==> src/rtl/sbr_pkg.sv <==
package sbr_pkg;

    localparam int BYTE_W = 8;
    localparam int CNT_W  = $clog2(BYTE_W);
    localparam logic [CNT_W-1:0] LAST_BIT = CNT_W'(BYTE_W - 1);

    typedef struct packed {
        logic              clk_prev;
        logic [CNT_W-1:0]  cnt;
        logic [BYTE_W-2:0] sh;
        logic              vld;
        logic [BYTE_W-1:0] val;
        logic              dc;
    } shift_st_t;

    typedef struct packed {
        logic              pend;
        logic [BYTE_W-1:0] pval;
        logic              out_vld;
        logic [BYTE_W-1:0] out_val;
        logic              out_dc;
        logic              fire;
        logic [BYTE_W-1:0] fval;
    } defer_st_t;

endpackage

==> src/rtl/sbr_sync.sv <==
module sbr_sync #(
    parameter int               WIDTH   = 4,
    parameter int               STAGES  = 2,
    parameter logic [WIDTH-1:0] RST_VAL = '0
) (
    input  logic             clk,
    input  logic             rst_n,
    input  logic [WIDTH-1:0] din,
    output logic [WIDTH-1:0] dout
);

    logic [WIDTH-1:0] stg_d [STAGES];
    logic [WIDTH-1:0] stg_q [STAGES];

    assign stg_d[0] = din;

    generate
        for (genvar g = 1; g < STAGES; g++) begin : g_chain
            assign stg_d[g] = stg_q[g-1];
        end
    endgenerate

    always_ff @(posedge clk or negedge rst_n) begin
        if (!rst_n) begin
            for (int i = 0; i < STAGES; i++) stg_q[i] <= RST_VAL;
        end else begin
            for (int i = 0; i < STAGES; i++) stg_q[i] <= stg_d[i];
        end
    end

    assign dout = stg_q[STAGES-1];

endmodule

==> src/rtl/sbr_shift.sv <==
module sbr_shift
    import sbr_pkg::*;
(
    input  logic              clk,
    input  logic              rst_n,
    input  logic              en_n,
    input  logic              sclk,
    input  logic              sdat,
    input  logic              sdc,
    output logic              vld,
    output logic [BYTE_W-1:0] val,
    output logic              dc
);

    shift_st_t st_d, st_q;
    logic      rise;

    assign rise = sclk && !st_q.clk_prev;

    always_comb begin
        st_d          = st_q;
        st_d.vld      = 1'b0;
        st_d.clk_prev = sclk;
        if (en_n) begin
            st_d.cnt = '0;
        end else if (rise) begin
            if (st_q.cnt == LAST_BIT) begin
                st_d.vld = 1'b1;
                st_d.val = {st_q.sh, sdat};
                st_d.dc  = sdc;
                st_d.cnt = '0;
            end else begin
                st_d.sh  = {st_q.sh[BYTE_W-3:0], sdat};
                st_d.cnt = st_q.cnt + 1'b1;
            end
        end
    end

    always_ff @(posedge clk or negedge rst_n) begin
        if (!rst_n) st_q <= '0;
        else        st_q <= st_d;
    end

    assign vld = st_q.vld;
    assign val = st_q.val;
    assign dc  = st_q.dc;

    AST_IDLE_CNT_CLEAR: assert property (@(posedge clk) disable iff (!rst_n)
        en_n |=> (st_q.cnt == '0));
    AST_IDLE_NO_BYTE: assert property (@(posedge clk) disable iff (!rst_n)
        en_n |=> !vld);
    AST_LSB_FROM_LAST: assert property (@(posedge clk) disable iff (!rst_n)
        vld |-> (val[0] == $past(sdat)));
    AST_DC_WITH_LAST: assert property (@(posedge clk) disable iff (!rst_n)
        vld |-> (dc == $past(sdc)));
    AST_BYTE_PULSE: assert property (@(posedge clk) disable iff (!rst_n)
        vld |=> !vld);

endmodule

==> src/rtl/sbr_defer.sv <==
module sbr_defer
    import sbr_pkg::*;
#(
    parameter logic [BYTE_W-1:0] DEFER_MASK  = 8'hFC,
    parameter logic [BYTE_W-1:0] DEFER_MATCH = 8'h04
) (
    input  logic              clk,
    input  logic              rst_n,
    input  logic              in_vld,
    input  logic [BYTE_W-1:0] in_val,
    input  logic              in_dc,
    output logic              out_vld,
    output logic [BYTE_W-1:0] out_val,
    output logic              out_dc,
    output logic              fire,
    output logic [BYTE_W-1:0] fval
);

    defer_st_t st_d, st_q;
    logic      is_def;

    assign is_def = !in_dc && ((in_val & DEFER_MASK) == DEFER_MATCH);

    always_comb begin
        st_d         = st_q;
        st_d.out_vld = 1'b0;
        st_d.fire    = 1'b0;
        if (in_vld) begin
            st_d.fire    = st_q.pend;
            st_d.fval    = st_q.pval;
            st_d.out_vld = !is_def;
            st_d.out_val = in_val;
            st_d.out_dc  = in_dc;
            st_d.pend    = is_def;
            if (is_def) st_d.pval = in_val;
        end
    end

    always_ff @(posedge clk or negedge rst_n) begin
        if (!rst_n) st_q <= '0;
        else        st_q <= st_d;
    end

    assign out_vld = st_q.out_vld;
    assign out_val = st_q.out_val;
    assign out_dc  = st_q.out_dc;
    assign fire    = st_q.fire;
    assign fval    = st_q.fval;

    AST_DEFER_SILENT: assert property (@(posedge clk) disable iff (!rst_n)
        (in_vld && !in_dc && ((in_val & DEFER_MASK) == DEFER_MATCH)) |=> !out_vld);
    AST_FIRE_ON_BYTE: assert property (@(posedge clk) disable iff (!rst_n)
        fire |-> $past(in_vld));
    AST_FIRE_PULSE: assert property (@(posedge clk) disable iff (!rst_n)
        fire |=> !fire);
    AST_NO_FIRE_IDLE: assert property (@(posedge clk) disable iff (!rst_n)
        !in_vld |=> !fire && !out_vld);

endmodule

==> src/rtl/serial_byte_rx.sv <==
module serial_byte_rx
    import sbr_pkg::*;
#(
    parameter int                SYNC_STAGES = 2,
    parameter logic [BYTE_W-1:0] DEFER_MASK  = 8'hFC,
    parameter logic [BYTE_W-1:0] DEFER_MATCH = 8'h04
) (
    input  logic              clk,
    input  logic              rst_n,
    input  logic              ser_en_n,
    input  logic              ser_clk,
    input  logic              ser_dat,
    input  logic              ser_dc,
    output logic              byte_vld,
    output logic [BYTE_W-1:0] byte_val,
    output logic              byte_is_data,
    output logic              defer_fire,
    output logic [BYTE_W-1:0] defer_val
);

    localparam int NWIRE = 4;

    logic [NWIRE-1:0]  wires_sync;
    logic              sh_vld;
    logic [BYTE_W-1:0] sh_val;
    logic              sh_dc;

    sbr_sync #(
        .WIDTH   (NWIRE),
        .STAGES  (SYNC_STAGES),
        .RST_VAL (4'b0001)
    ) u_sync (
        .clk   (clk),
        .rst_n (rst_n),
        .din   ({ser_dc, ser_dat, ser_clk, ser_en_n}),
        .dout  (wires_sync)
    );

    sbr_shift u_shift (
        .clk   (clk),
        .rst_n (rst_n),
        .en_n  (wires_sync[0]),
        .sclk  (wires_sync[1]),
        .sdat  (wires_sync[2]),
        .sdc   (wires_sync[3]),
        .vld   (sh_vld),
        .val   (sh_val),
        .dc    (sh_dc)
    );

    sbr_defer #(
        .DEFER_MASK  (DEFER_MASK),
        .DEFER_MATCH (DEFER_MATCH)
    ) u_defer (
        .clk     (clk),
        .rst_n   (rst_n),
        .in_vld  (sh_vld),
        .in_val  (sh_val),
        .in_dc   (sh_dc),
        .out_vld (byte_vld),
        .out_val (byte_val),
        .out_dc  (byte_is_data),
        .fire    (defer_fire),
        .fval    (defer_val)
    );

    AST_ONE_RESULT_KIND: assert property (@(posedge clk) disable iff (!rst_n)
        byte_vld |-> $past(sh_vld));

endmodule

==> config.mk <==
export PLATFORM = sky130hd
export DESIGN_NAME = serial_byte_rx
export DESIGN_NICKNAME = d
export VERILOG_FILES = /design/src/rtl/sbr_pkg.sv /design/src/rtl/sbr_sync.sv /design/src/rtl/sbr_shift.sv /design/src/rtl/sbr_defer.sv /design/src/rtl/serial_byte_rx.sv
export SDC_FILE = /design/constraint.sdc
export NUM_CORES = 1
export LEC_CHECK = 0
export BUFFER_PORTS_ARGS = -buffer_cell sky130_fd_sc_hd__buf_2
export CAP_MARGIN = 15
export CORE_ASPECT_RATIO = 0.9
export CORE_MARGIN = 2
export CORE_UTILIZATION = 45
export CTS_CLUSTER_DIAMETER = 60
export DETAILED_ROUTE_END_ITERATION = 10
export HOLD_SLACK_MARGIN = 0.12
export SLEW_MARGIN = 0
export SYNTH_ARGS = -nofsm -noshare
export SYNTH_HDL_FRONTEND = slang
export SYNTH_SLANG_ARGS = --single-unit
==> constraint.sdc <==
create_clock -name clk -period 1.8 [get_ports clk]
set_input_delay 0.36 -clock clk [delete_from_list [all_inputs] [get_ports clk]]
set_output_delay 0.36 -clock clk [all_outputs]
set_load 0.01 [all_outputs]
==> results.json, run 1 <==
{
  "syn_inst": 138,
  "synth-async-reset-ratio": 1.00,
  "p_leak_nw": 1.33,
  "cp_num_buf_inv": 0,
  "ant_nets": 0,
  "yosysSeqAreaShare": 0.649,
  "ys_types": 22,
  "finalNonFillerCells": 231,
  "initial_utilization": 0.461,
  "dieWidth_um": 77.7,
  "fin_total_pwr_mw": 2.52,
  "nets": 170,
  "dp.cells": 211,
  "end_kind": "flop",
  "syn_avg_cell_area_sq_um": 16.0,
  "dieHeight_um": 70.4,
  "arrival_ns": 1.94,
  "cts_tree": "done",
  "tightest_slew_ns": 0.581,
  "num_vias": 1077,
  "synth_area_sq_um": 2200,
  "io_buffers": 24,
  "place.gp.congestion": 0.684,
  "period_minus_slack_ns": 1.74,
  "grt_setup_unrepaired": "false",
  "min_path_cells": 1,
  "synth_compound_area_frac": 0.00795,
  "path_cells": "ha_1 > ha_1 > nor3_4 > mux2_1",
  "ys_ff_latch": 57,
  "grt_first_pass_wirelength_um": 5410,
  "num_antenna_cells": 0,
  "wirelength_um": 3100,
  "dieArea_sq_um": 5470,
  "cp_slowest_stage_delay_ns": 0.40,
  "clk_pin_slew_ns": 0.06,
  "path_class": "flop to flop",
  "powerDensity_nw_per_um2": 998,
  "gr-total-overflow": 0,
  "synth_edf_count": 0,
  "wire_per_inst_um": 13.4,
  "finalSetupViolCount": 0,
  "hold_viol": 0,
  "slew_viol_final": 0,
  "htreeDepth": 3,
  "layout-drive-gt1-share": 0.398,
  "ir_drop_v": 0.000443,
  "skew_ns": 0.00569,
  "post-dp-hpwl_um": 2120,
  "syn_to_final_growth_pct": 14.8,
  "synth_top_family_by_area": "multiplexers",
  "reg2reg_depth": 4,
  "yosys.area_share.simple": 0.0670,
  "cts_sinks": 57,
  "coreArea_sq_um": 4770,
  "root_buffer": "clkbuf_8",
  "outcome": "finished, final reports clean",
  "drc_errors": 0,
  "grt_pass1_vias": 1197,
  "finalCritPeriodShare": 0.966,
  "antenna_found_initial": 0,
  "cp_num_cells": 4,
  "avgViaCountPerCell": 4.66,
  "pre_cts_ws_ns": -0.0401,
  "cp.required_ns": 2.00,
  "clock.fmax_mhz": 575,
  "min-delay-path-class": "input pin to flop",
  "post-route-worst-setup-slack_ns": 0.0607,
  "muxShareOfSynthArea": 0.191,
  "yosys_warnings": 0,
  "crit_top_cell": "ha_1",
  "track_usage": 0.134,
  "firstDrtPassIters": 4,
  "maxCapViolations": 0,
  "drt_iter0_markers": 26,
  "synthXorXnorAreaFrac": 0,
  "synthFlopType": "dfrtp_1",
  "critPathTopFamily": "adder cells",
  "cts_buffer_depth": 2,
  "critPathLaunchType": "flop",
  "relSlewSlack": 0.612,
  "fp-row-count": 24,
  "cp_slowest_cell": "dfrtp_1",
  "numCtsBuffers": 9,
  "grt_start_max_net_pins": 36,
  "cp_max_fo": 7,
  "clock_latency_ns": 0.32,
  "synthesis.nets": 147,
  "yosys.area_share.adder": 0.0170,
  "boundaryPins": 25
}
==> kinds of logic (layout without fill, tap and decap cells) <==
family,after synthesis,in the layout
simple gates,17,17
mux,37,37
flops,57,57
fa+ha+maj,3,3
buf+inv,21,49
compound gates,3,3
==> worst paths after layout <==
path,from,endpoint,slack (ns)
setup / recovery,u_shift.st_q[17],u_shift.st_q[15],0.06
hold / removal,ser_dc,u_sync.stg_d[3],0.14
setup reg to reg,u_shift.st_q[17],u_shift.st_q[15],0.06
hold reg to reg,u_sync.stg_d[1],u_sync.dout[1],0.35
max in group asynchronous,rst_n,u_defer.st_q[25],0.69
min in group asynchronous,rst_n,u_shift.val[1],0.55
==> cells in the final DEF (no fill, tap or decap), drive strengths merged <==
cell	instances
dfrtp	55
mux2i	2
dfstp	2
nand2	1
nor2	2
buf	29
clkbuf	16
nand3	1
nand2b	2
o21ai	1
nor3	1
nor3b	2
or3	1
mux2	35
ha	3
nor4	1
a21boi	1
dlygate4sd3	3
and2	6
a21oi	1
inv	1
==> sequential cells by signal, indices dropped and copies added, names as in the netlist, 4 cells and up <==
name and count:
u_shift.st_q 11, u_defer.fval 8, u_sync.stg_d 4, u_defer.out_val 8, u_shift.val 8, u_defer.st_q 9, u_sync.dout 4
==> cell type report <==
type | instances | area, sq um
timing repair buffer | 32 | 213
multi-input combinational | 60 | 631
tap | 65 | 81.3
inverter | 1 | 3.75
clock buffer | 16 | 170
fill | 396 | 2250
sequential | 57 | 1430
==> stage by stage <==
step                      hold WS, ns  cell area, sq um  setup TNS, ns   util
after global routing            0.123              2530              0  0.529
after floorplan                0.0644              2200              0      -
after detailed placement        0.340              2300         -0.279  0.482
final                           0.144              2530              0  0.529
after CTS                       0.121              2510              0  0.525
after global placement          0.337              2300              0  0.482
==> report_power, final <==
part           internal, mW  total (mW)  switching [mW]
registers              1.36        1.41          0.0491
logic                0.0533       0.103          0.0499
clock network         0.578        1.01           0.433
==> metal layers <==
metal	part of all wire	global-route usage	vias to the layer above
met4	0.023	0.107	0
met2	0.50	0.213	21
met5	0	0	-
met1	0.44	0.146	551
met3	0.046	0.0439	7
li1	-	-	498
==> synthesized netlist by cell type, types with 3 or more instances <==
library cell  number  area (sq um)
ha_1               3          37.5
mux2_1            16           180
mux2_2            17           191
buf_4             18           135
dfrtp_1           55          1380
and2_1             6          37.5
==> what timing repair did <==
item,in CTS,in global routing
resized for setup,1,0
endpoints found under the hold margin,22,0
endpoints found under the setup margin,9,1
hold buffers,3,0
setup buffers,0,1
gates cloned,0,0
Note: power is estimated with default switching activity, not from simulation.
==> run 2, diff against run 1 <==
- CORE_ASPECT_RATIO: 0.9 -> 1.1
==> run 2 against run 1 <==
Compared with the run above: non-clock buffer count down 1; maximum frequency up 1.1%; die area about the same; via count up 0.19%; design area down 0.94%; sequential cell count unchanged; critical path type unchanged; critical endpoint is now u_shift.st_q[11].
==> results.json, run 2 (synthesized netlist as in run 1, its figures left out) <==
{
  "outcome": "finished, final reports clean",
  "num_vias": 1079,
  "dpl_cell_area_sq_um": 2300,
  "grt_pass1_vias": 1209,
  "arrival_ns": 1.93,
  "met3_usage": 0.0610,
  "cp.required_ns": 2.01,
  "path_class": "flop to flop",
  "dieWidth_um": 70.7,
  "wire_per_inst_um": 15.0,
  "wirelength_um": 3290,
  "finalNonFillerCells": 220,
  "ir_drop_v": 0.000597,
  "cp_slowest_cell": "dfrtp_1",
  "internal_power_mw": 2.01,
  "hold_viol": 0,
  "finalSetupViolCount": 0,
  "clock_latency_ns": 0.33,
  "tightest_slew_ns": 0.527,
  "skew_ns": 0.00691,
  "gr-total-overflow": 0,
  "post_cts_buffers": 0,
  "crit_top_cell": "ha_1",
  "power_frac_clock": 0.415,
  "mostFrequentLayoutCell": "dfrtp_1",
  "reg_top3": "u_shift.st_q x11, u_defer.st_q x9",
  "largest_register": "u_shift.st_q",
  "drt_iter0_markers": 38,
  "p_switching_mw": 0.568,
  "dieHeight_um": 77.4,
  "root_buffer": "clkbuf_8",
  "end_kind": "flop",
  "drc_errors": 0,
  "syn_to_final_growth_pct": 13.7,
  "post-dp-hpwl_um": 2200,
  "grt_setup_unrepaired": "false",
  "dieArea_sq_um": 5470,
  "clock.fmax_mhz": 581,
  "slew_viol_final": 0,
  "clk_pin_slew_ns": 0.06,
  "cp_num_buf_inv": 0,
  "coreArea_sq_um": 4680,
  "critPathTopFamily": "adder cells",
  "fin_area_sq_um": 2500,
  "htreeDepth": 3,
  "layout-drive-gt1-share": 0.427,
  "largest_reg_flops": 11,
  "min-delay-path-class": "input pin to flop",
  "combPwrFrac": 0.040,
  "period_minus_slack_ns": 1.72,
  "grt_util_met1": 0.177,
  "post-route-util": 0.534,
  "path_cells": "ha_1 > ha_1 > nor3_4 > mux2_1",
  "finalSetupTns_ns": 0,
  "boundaryPins": 25,
  "antenna_found_initial": 0,
  "cts_buffer_depth": 2,
  "power_switching_share": 0.220,
  "dp.cells": 203,
  "cts_sinks": 57,
  "numCtsBuffers": 9,
  "grt_start_max_net_pins": 26,
  "use_met2": 0.207,
  "num_antenna_cells": 0,
  "grt_first_pass_wirelength_um": 5840,
  "ant_nets": 0,
  "critPathLaunchType": "flop",
  "fp-row-count": 26,
  "layout.cells.most_common_list": "55 x dfrtp_1, 24 x buf_2, 17 x mux2_2",
  "io_buffers": 24,
  "nets": 169,
  "hold-worst-slack_ns": 0.132,
  "track_usage": 0.142,
  "finalCritPeriodShare": 0.956,
  "place.gp.congestion": 0.693,
  "avgViaCountPerCell": 4.90,
  "relSlewSlack": 0.649,
  "cp_max_fo": 7,
  "maxCapViolations": 0,
  "initial_utilization": 0.470,
  "gr-max-usage-layer": "met2",
  "cts_tree": "done",
  "pwr-share-seq": 0.546,
  "p_leak_nw": 1.34,
  "cp_slowest_stage_delay_ns": 0.39,
  "firstDrtPassIters": 4,
  "powerDensity_nw_per_um2": 1030
}
[run 2: repair_timing]
action | in CTS | in global routing
hold buffers | 2 | 0
endpoints found under the hold margin | 19 | 0
endpoints found under the setup margin | 9 | 0
gates resized for setup | 1 | 0
[run 2: metrics by stage]
stage	total power [mW]	setup WS, ns
2_1_floorplan	1.47	0.223
3_3_place_gp	1.52	0.00978
3_5_place_dp	1.53	-0.0458
4_1_cts	2.61	0.0618
5_1_grt	2.69	0.000383
6_report	2.58	0.0795
[run 2: worst paths after layout]
check | from | end | slack [ns] | cells past startpoint
min in group asynchronous | rst_n | u_shift.st_q[15] | 0.54 | 2
setup reg to reg | u_shift.st_q[17] | u_shift.st_q[11] | 0.08 | 4
max in group asynchronous | rst_n | u_defer.out_val[6] | 0.69 | 3
hold / removal | ser_dc | u_sync.stg_d[3] | 0.13 | 1
hold reg to reg | u_sync.stg_d[3] | u_sync.dout[3] | 0.35 | 0
setup / recovery | u_shift.st_q[17] | u_shift.st_q[11] | 0.08 | 4
[run 2: area by class of cell]
type / count / area [sq um]
inverter: 1 / 3.75
sequential: 57 / 1430
timing repair buffer: 31 / 190
clock inverter: 3 / 15.0
clock buffer: 12 / 165
fill: 396 / 2180
tap: 56 / 70.1
multi-input combinational: 60 / 631
[run 2: per-layer routing]
layer  vias up  share of wire
li1        498              -
met1       548           0.44
met2        25           0.47
met3         8          0.056
met4         0          0.025
met5         -              0
[run 2: power by group through the flow]
stage | clock network (mW) | registers (mW) | logic, mW
global placement | 0 | 1.43 | 0.0975
floorplan | 0 | 1.41 | 0.0565
CTS | 1.09 | 1.41 | 0.108
global route | 1.15 | 1.42 | 0.119
detailed placement | 0 | 1.43 | 0.103
finish | 1.07 | 1.41 | 0.103
==> run 3, diff against run 2 <==
- clock period: 1.8 -> 1.7 ns (I/O delays scaled with it)
==> run 3 against run 2 <==
Compared with the run above: sequential share of layout area fell by 1.6 points; maximum frequency grew 3.6%; die area stayed put; clock-buffer cell count is the same; design area is 2.8% higher; routed wire length is 1.0% higher; first-iteration DRC count shrank 5.3%; critical path depth up 1; setup slack worse by 0.040 ns; register-to-register slack lost 0.04 ns; critical path type unchanged; largest power group unchanged.
==> results.json, run 3 (synthesized netlist as in run 1, its figures left out) <==
{
  "hold-worst-slack_ns": 0.346,
  "root_buffer": "clkbuf_8",
  "num_antenna_cells": 0,
  "cts_buffer_depth": 2,
  "largest_reg_flops": 11,
  "numCtsBuffers": 9,
  "clock.fmax_mhz": 602,
  "dieArea_sq_um": 5470,
  "path_cells": "ha_1 > ha_1 > nor3_4 > buf_12 > mux2_1",
  "tightest_slew_ns": 0.528,
  "finalNonFillerCells": 225,
  "dieHeight_um": 77.4,
  "syn_to_final_growth_pct": 16.9,
  "skew_ns": 0.00697,
  "reg2reg_depth": 5,
  "post-dp-hpwl_um": 2200,
  "coreArea_sq_um": 4680,
  "wirelength_um": 3320,
  "cp_slowest_stage_delay_ns": 0.40,
  "firstDrtPassIters": 4,
  "nets": 174,
  "io_buffers": 24,
  "place.gp.congestion": 0.693,
  "boundaryPins": 25,
  "wire_per_inst_um": 14.8,
  "pre_cts_ws_ns": -0.146,
  "critPathTopFamily": "adder cells",
  "cp_slowest_cell": "dfrtp_1",
  "outcome": "finished, final reports clean",
  "p_leak_nw": 1.37,
  "num_vias": 1098,
  "slew_viol_final": 0,
  "initial_utilization": 0.470,
  "seq_area_sq_um": 1430,
  "finalSetupViolCount": 0,
  "post-route-worst-setup-slack_ns": 0.0396,
  "antenna_found_initial": 0,
  "cp.required_ns": 1.91,
  "hold_viol": 0,
  "largest_register": "u_shift.st_q",
  "cts_tree": "done",
  "fp-row-count": 26,
  "critPathLaunchType": "flop",
  "layout.cells.most_common_list": "55 x dfrtp_1, 24 x buf_2, 17 x mux2_2",
  "drt_iter0_markers": 36,
  "arrival_ns": 1.87,
  "finalCritPeriodShare": 0.977,
  "cts_sinks": 57,
  "cp_max_fo": 7,
  "min_path_cells": 0,
  "htreeDepth": 3,
  "dieWidth_um": 70.7,
  "grt_first_pass_wirelength_um": 5890,
  "maxCapViolations": 0,
  "clock_latency_ns": 0.33,
  "layout-drive-gt1-share": 0.426,
  "crit_top_cell": "ha_1",
  "ir_drop_v": 0.000633,
  "cp_num_buf_inv": 1,
  "min-delay-path-class": "flop to flop",
  "drc_errors": 0,
  "end_kind": "flop",
  "path_class": "flop to flop",
  "multi_input_area_sq_um": 631,
  "nFillCells": 391,
  "clk_pin_slew_ns": 0.06,
  "mostFrequentLayoutCell": "dfrtp_1",
  "reg_top3": "u_shift.st_q x11, u_defer.st_q x9",
  "avgViaCountPerCell": 4.88,
  "period_minus_slack_ns": 1.66,
  "cp_num_cells": 5,
  "relSlewSlack": 0.648,
  "gr-total-overflow": 0,
  "dp.cells": 203,
  "grt_pass1_vias": 1233,
  "ant_nets": 0,
  "track_usage": 0.143,
  "grt_start_max_net_pins": 26,
  "powerDensity_nw_per_um2": 1060
}
-- run 3: cell types whose count changed in the layout (fill, tap and decap cells not counted) --
cell           before  now
buf_12              1    3
dlygate4sd3_1       2    5
-- run 3: final timing paths --
kind | end | from | slack [ns]
setup / recovery | u_shift.st_q[11] | u_shift.st_q[17] | 0.04
hold / removal | u_sync.dout[3] | u_sync.stg_d[3] | 0.35
setup reg to reg | u_shift.st_q[11] | u_shift.st_q[17] | 0.04
hold reg to reg | u_sync.dout[3] | u_sync.stg_d[3] | 0.35
max in group asynchronous | u_defer.out_val[6] | rst_n | 0.61
min in group asynchronous | u_shift.st_q[15] | rst_n | 0.53
-- run 3: layout make-up --
class / instances / share of cell area
sequential: 57 / 0.555
multi-input combinational: 60 / 0.245
timing repair buffer: 36 / 0.101
clock buffer: 12 / 0.0642
tap: 56 / 0.0272
clock inverter: 3 / 0.00583
inverter: 1 / 0.00146
-- run 3: power breakdown --
group	switching (mW)	internal, mW
logic	0.0542	0.0641
clock network	0.496	0.631
registers	0.0502	1.44
-- run 3: per-layer routing --
layer	global-route usage	wire length (um)
met5	0	0
met1	0.177	1480
met3	0.0610	182
met2	0.210	1580
met4	0.0774	78
-- run 3: per-stage QoR --
stage | power (mW) | util | instance area (sq um) | setup TNS (ns)
after floorplan | 1.56 | - | 2200 | 0
after global placement | 1.61 | 0.490 | 2300 | -0.797
after detailed placement | 1.62 | 0.490 | 2300 | -1.29
after CTS | 2.77 | 0.541 | 2530 | 0
after global routing | 2.86 | 0.549 | 2570 | -0.0936
final | 2.74 | 0.549 | 2570 | 0
-- run 3: repair_timing --
item                                    in CTS  in global routing
pin swaps                                    1                  1
hold buffers                                 5                  0
gates resized for setup                      1                  0
endpoints found under the setup margin      16                 16
hold endpoints to repair                    22                  0
buffers inserted                             0                  2
